[src/rtl/pwm_timer_pkg.sv]
package pwm_timer_pkg;
  localparam int ADDR_W = 3;

  typedef enum logic [ADDR_W-1:0] {
    A_MOD_LO = 3'd0,
    A_MOD_HI = 3'd1,
    A_CMP_LO = 3'd2,
    A_CMP_HI = 3'd3,
    A_CTRL   = 3'd4
  } reg_addr_e;

  localparam int CTRL_CENTER = 0;
  localparam int CTRL_POL    = 1;
endpackage

[src/rtl/pwm_regbuf.sv]
module pwm_regbuf #(
  parameter int BYTE_W = 8,
  localparam int VAL_W = 2 * BYTE_W
) (
  input  logic              clk,
  input  logic              rst,
  input  logic              wr_lo,
  input  logic              wr_hi,
  input  logic [BYTE_W-1:0] wr_data,
  input  logic              at_zero,
  output logic [VAL_W-1:0]  act
);
  logic [BYTE_W-1:0] stage_lo, stage_hi;
  logic              got_lo, got_hi;
  logic              commit;

  assign commit = at_zero && got_lo && got_hi;

  always_ff @(posedge clk) begin
    if (rst) begin
      stage_lo <= '0;
      stage_hi <= '0;
      got_lo   <= 1'b0;
      got_hi   <= 1'b0;
      act      <= '0;
    end else begin
      if (commit) begin
        act    <= {stage_hi, stage_lo};
        got_lo <= 1'b0;
        got_hi <= 1'b0;
      end
      if (wr_lo) begin
        stage_lo <= wr_data;
        got_lo   <= 1'b1;
      end
      if (wr_hi) begin
        stage_hi <= wr_data;
        got_hi   <= 1'b1;
      end
    end
  end

  AST_COMMIT_AT_ZERO: assert property (@(posedge clk) disable iff (rst)
    !$stable(act) |-> $past(at_zero));
  AST_FLAGS_CLEARED: assert property (@(posedge clk) disable iff (rst)
    (commit && !wr_lo && !wr_hi) |=> (!got_lo && !got_hi));
endmodule

[src/rtl/pwm_counter.sv]
module pwm_counter #(
  parameter int CNT_W = 16
) (
  input  logic             clk,
  input  logic             rst,
  input  logic             center,
  input  logic [CNT_W-1:0] modv,
  output logic [CNT_W-1:0] cnt,
  output logic             up,
  output logic             ovf_q
);
  logic [CNT_W-1:0] cnt_nx;
  logic             up_nx;
  logic             wrap;

  always_comb begin
    cnt_nx = cnt + 1'b1;
    up_nx  = 1'b1;
    wrap   = 1'b0;
    if (!center) begin
      if (cnt >= modv) begin
        cnt_nx = '0;
        wrap   = 1'b1;
      end
    end else if (!(up && cnt < modv)) begin
      if (cnt <= 1) begin
        cnt_nx = '0;
        wrap   = 1'b1;
      end else begin
        cnt_nx = cnt - 1'b1;
        up_nx  = 1'b0;
      end
    end
  end

  always_ff @(posedge clk) begin
    if (rst) begin
      cnt   <= '0;
      up    <= 1'b1;
      ovf_q <= 1'b0;
    end else begin
      cnt   <= cnt_nx;
      up    <= up_nx;
      ovf_q <= wrap;
    end
  end

  AST_CNT_WITHIN_MOD: assert property (@(posedge clk) disable iff (rst)
    cnt <= modv);
  AST_OVF_AT_ZERO: assert property (@(posedge clk) disable iff (rst)
    ovf_q |-> (cnt == '0 && up));
  AST_DOWN_NONZERO: assert property (@(posedge clk) disable iff (rst)
    !up |-> (cnt != '0));
endmodule

[src/rtl/pwm_compare.sv]
module pwm_compare #(
  parameter int CNT_W = 16
) (
  input  logic             clk,
  input  logic             rst,
  input  logic             center,
  input  logic             pol,
  input  logic [CNT_W-1:0] cnt,
  input  logic             up,
  input  logic [CNT_W-1:0] cmpv,
  output logic             pwm_q
);
  logic active;

  always_comb begin
    if (center)
      active = !cmpv[CNT_W-1] && (up ? (cnt < cmpv) : (cnt <= cmpv));
    else
      active = cnt < cmpv;
  end

  always_ff @(posedge clk) begin
    if (rst) pwm_q <= 1'b0;
    else     pwm_q <= active ^ pol;
  end

  AST_NEG_IS_IDLE: assert property (@(posedge clk) disable iff (rst)
    (center && cmpv[CNT_W-1]) |=> (pwm_q == $past(pol)));
  AST_ZERO_IS_IDLE: assert property (@(posedge clk) disable iff (rst)
    (cmpv == '0) |=> (pwm_q == $past(pol)));
endmodule

[src/rtl/pwm_timer_chan.sv]
module pwm_timer_chan
  import pwm_timer_pkg::*;
#(
  parameter int BYTE_W = 8
) (
  input  logic              clk,
  input  logic              rst,
  input  logic              wr_en,
  input  logic [ADDR_W-1:0] wr_addr,
  input  logic [BYTE_W-1:0] wr_data,
  output logic              pwm_out,
  output logic              ovf_pulse
);
  localparam int CNT_W = 2 * BYTE_W;

  logic [1:0]       ctrl;
  logic [CNT_W-1:0] mod_act, cmp_act, cnt;
  logic             up, at_zero;
  logic             wr_mlo, wr_mhi, wr_clo, wr_chi;

  assign wr_mlo  = wr_en && (wr_addr == A_MOD_LO);
  assign wr_mhi  = wr_en && (wr_addr == A_MOD_HI);
  assign wr_clo  = wr_en && (wr_addr == A_CMP_LO);
  assign wr_chi  = wr_en && (wr_addr == A_CMP_HI);
  assign at_zero = (cnt == '0);

  always_ff @(posedge clk) begin
    if (rst) ctrl <= '0;
    else if (wr_en && wr_addr == A_CTRL) ctrl <= wr_data[1:0];
  end

  pwm_regbuf #(.BYTE_W(BYTE_W)) u_mod (
    .clk(clk), .rst(rst), .wr_lo(wr_mlo), .wr_hi(wr_mhi),
    .wr_data(wr_data), .at_zero(at_zero), .act(mod_act)
  );

  pwm_regbuf #(.BYTE_W(BYTE_W)) u_cmp (
    .clk(clk), .rst(rst), .wr_lo(wr_clo), .wr_hi(wr_chi),
    .wr_data(wr_data), .at_zero(at_zero), .act(cmp_act)
  );

  pwm_counter #(.CNT_W(CNT_W)) u_cnt (
    .clk(clk), .rst(rst), .center(ctrl[CTRL_CENTER]), .modv(mod_act),
    .cnt(cnt), .up(up), .ovf_q(ovf_pulse)
  );

  pwm_compare #(.CNT_W(CNT_W)) u_cmpo (
    .clk(clk), .rst(rst), .center(ctrl[CTRL_CENTER]), .pol(ctrl[CTRL_POL]),
    .cnt(cnt), .up(up), .cmpv(cmp_act), .pwm_q(pwm_out)
  );

  AST_CTRL_HELD: assert property (@(posedge clk) disable iff (rst)
    !(wr_en && wr_addr == A_CTRL) |=> $stable(ctrl));
endmodule

[config.mk]
export PLATFORM = sky130hd
export DESIGN_NAME = pwm_timer_chan
export DESIGN_NICKNAME = d
export VERILOG_FILES = /design/src/rtl/pwm_timer_pkg.sv /design/src/rtl/pwm_regbuf.sv /design/src/rtl/pwm_counter.sv /design/src/rtl/pwm_compare.sv /design/src/rtl/pwm_timer_chan.sv
export SDC_FILE = /design/constraint.sdc
export NUM_CORES = 1
export LEC_CHECK = 0
export ABC_AREA = 1
export BUFFER_PORTS_ARGS = -buffer_cell sky130_fd_sc_hd__buf_2
export CORE_MARGIN = 8
export CORE_UTILIZATION = 43
export DETAILED_ROUTE_END_ITERATION = 7
export PLACE_DENSITY = 0.57
export RECOVER_POWER = 100
export SLEW_MARGIN = 20
export SYNTH_ARGS = -nofsm -noshare
export SYNTH_HDL_FRONTEND = slang
export SYNTH_SLANG_ARGS = --single-unit
[constraint.sdc]
create_clock -name clk -period 2.47 [get_ports clk]
set_clock_uncertainty 0.1 [all_clocks]
set_input_delay 0.247 -clock clk [delete_from_list [all_inputs] [get_ports clk]]
set_output_delay 0.247 -clock clk [all_outputs]
set_load 0.05 [all_outputs]
==> summary.md <==
| Metric | Value |
|---|---|
| Area contributors post-synth | `dfxtp_1 (37%), ha_1 (9.4%), nor2_1 (9.3%), nand2_1 (7.3%), a21oi_1 (6.4%)` |
| Largest net degree at the start of global routing | `67` |
| Critical Path, Cell by Cell | `buf_4 -> nor2_4 -> nand3_1 -> nor2_4 -> nand2_1 -> nor2_4 -> nand3_4 -> o21ai_0 -> a21oi_1` |
| Final Non-Filler Cells | `826` |
| Synthesized Nets | `705` |
| Max FO, Critical Path | `33` |
| Layout cell share with drive strength beyond 1 | `0.109` |
| Final period utilization | `0.928` |
| Final Util | `0.481` |
| Hold Path Class | `in2reg` |
| WP data required | `2630 ps` |
| Seq cells post-synth | `89` |
| Via-to-Cell Ratio | `5.03` |
| Worst min-delay path startpoint | `wr_data[6]` |
| Input/output buffers | `15` |
| Worst setup EP type | `register` |
| Number of CTS-inserted buffers | `9` |
| Post-Syn Area | `0.00481 mm^2` |
| CTS max path bufs | `2` |
| Die area | `0.0148 mm^2` |
| Dpl hpwl | `9100 um` |
| Wirelength, routed | `12100 um` |
| Mean routed wirelength per cell | `14.6 um` |
| CP Class | `reg2reg` |
| Relative max-transition margin | `0.369` |
| Post-CTS Repair Setup Buffers | `0` |
| Top Ports | `16` |
| Cells after DPL | `811` |
| Syn avg cell area | `7.34 um^2` |
| Clk pin slew, worst setup/hold paths | `90 ps` |
| Num rows | `38` |
| Complex-gate fraction of the synthesized area | `0.158` |
| CP peak stage delay | `370 ps` |
| Num Clock Sinks | `89` |
| Total GRT Usage | `0.170` |
| Slew @ Worst Pin | `946 ps` |
| Initial antenna violation count | `0` |
| Chip Height | `122 um` |
| Overall via count from detail_route | `4151` |
| Final ANT Viol Nets | `0` |
| RSZ-0062 raised after global routing | `false` |
| CP top delay family | `simple AND/OR/NAND/NOR gates` |
| Gr ovfl total | `0` |
| Crit-path most repeated cell | `nor2_4` |
| # diodes | `0` |
| Number of synthesized flops with an enable pin | `0` |
| Status | `finished clean` |
| Post-synth ARST share | `0` |
| Die X | `122 um` |
| P&R area growth vs syn | `9.09%` |
| Root Driver | `clkbuf_8` |
| Final net count | `732` |
| Max rail drop VDD | `0.376 mV` |
| DRT iter0 DRCs | `284` |
| # hold bufs at CTS | `0` |
| Gp weighted congestion | `0.871` |
| Cell Pwr Density | `528 mW/mm^2` |
| Post-synthesis simple-gate area fraction | `0.254` |
| Arrival time at the worst endpoint | `2450 ps` |
| CTS H-tree lvls | `3` |
| Ys flop type | `dfxtp_1` |
| Final Max Tran Viols | `0` |
| Setup TNS | `0 ps` |
| CTS tree | `done` |
| Post-Synth XOR/XNOR Area | `0.0328` |
| Fin. Hold Viols | `0` |
| Post-route cell area | `0.00524 mm^2` |
| Post-synthesis sequential area ratio | `0.371` |
| Starting Density | `0.441` |
| Number of distinct library cells after synthesis | `35` |
| Leak Pwr | `2.37 nW` |
| Worst r2r src | `u_cnt.cnt[12]` |
| DP Area | `0.00507 mm^2` |
| Pre-antenna DRT Iters | `5` |
| DR DRC count | `0` |
| Max Fclk | `0.436 GHz` |
| Post_cts resized | `0` |
| Final setup viols | `0` |
| Combinational family with the most area after synthesis | `simple AND/OR/NAND/NOR gates` |
| CP Launch Type | `register` |
| Vias in the first global route | `3907` |
| Post-Synthesis Cells | `655` |
| Area share of fa/ha/maj cells after synthesis | `0.0937` |
| Clock latency on the worst-skew pair | `380 ps` |
| PnR worst setup slack | `177 ps` |
| Leading area contributor after synthesis | `dfxtp_1` |
| Core area | `0.0109 mm^2` |
| Top cell type's share of synthesized area | `0.371` |
| Post-synthesis mux area share | `0` |
| Most common cell in the synthesized netlist | `nor2_1` |
| Synth warn | `0` |
| Most instantiated cells after synthesis | `nor2_1 (119), nand2_1 (94), dfxtp_1 (89)` |
| Min Clock Period, post-route | `2290 ps` |
| Max cap viols | `0` |
| Worst slack, placed | `218 ps` |
| CP max-delay cell | `o21ai_0` |
| First-pass GRT wire length | `19800 um` |
| Setup crit start | `u_cnt.cnt[12]` |
| CP bufs+invs | `1` |
==> worst paths after layout <==
path	to	slack (ps)	depth (start not counted)
setup reg to reg	u_mod.act[2]	180	9
setup / recovery	u_mod.act[2]	180	9
hold / removal	u_cmp.stage_hi[6]	90	3
hold reg to reg	u_mod.act[0]	360	2
==> state kept, by name (all words and copies together), names as in the netlist <==
name / flops
u_cnt.up: 1
u_cmpo.pwm_q: 1
u_mod.got_lo: 1
u_mod.act: 16
u_mod.stage_lo: 8
u_mod.got_hi: 1
u_cmp.act: 16
u_cmp.stage_hi: 8
u_mod.stage_hi: 8
u_cnt.cnt: 16
ctrl: 2
u_cnt.ovf_q: 1
u_cmp.got_lo: 1
u_cmp.stage_lo: 8
u_cmp.got_hi: 1
==> worst register-to-register path, delay by kind of cell, from the launching register on <==
kind	cells	cell delay (ps)
buffers and inverters	1	170
AO/OA/AOI/OAI	2	440
flip-flops	1	360
AND/OR/NAND/NOR	6	1100
==> cells in the final DEF (no fill, tap or decap), types with 12 or more instances in the layout <==
cell     synthesis  layout
nor2_1         119     119
nand2_1         94      95
dfxtp_1         89      89
o21ai_0         50      77
inv_1           66      66
a21oi_1         61      61
ha_1            36      36
nand3_1         21      22
buf_4            2      22
xor2_1          17      17
buf_2            5      12
==> report_power, final <==
group	switching (mW)	leakage, nW	internal, mW
Combinational	0.158	1.55	0.0736
Clock	0.558	0.0994	0.499
Sequential	0.0152	0.720	1.46
==> layout make-up <==
cell class / count / area (um^2)
inverter: 72 / 270
multi-input combinational: 471 / 2570
timing repair buffer: 39 / 246
sequential: 89 / 1780
clock buffer: 10 / 138
clock inverter: 5 / 63.8
tap: 140 / 175
fill: 1118 / 5650
==> kinds of logic (layout without fill, tap and decap cells) <==
logic type	Yosys count	in the layout
DFF	89	89
buffers and inverters	95	126
adders and majority gates	36	36
and+or+nand+nor	272	272
AOI/OAI and AO/OA	145	145
xor gates and xnor gates	18	18
==> through the flow <==
stage	hold slack (ps)	power, mW
floorplan	282	1.67
global placement	350	1.75
CTS	72.7	2.80
finish	88.4	2.77
detailed placement	347	1.75
global route	88.5	2.89
==> metal layers <==
metal | vias to the layer above | global-route usage | wire, um
met1 | 1880 | 0.237 | 6260
li1 | 2188 | - | -
met5 | - | 0 | 0
met2 | 70 | 0.259 | 5210
met4 | 0 | 0.0648 | 198
met3 | 13 | 0.0278 | 392
(Power assumes the default switching activity.)
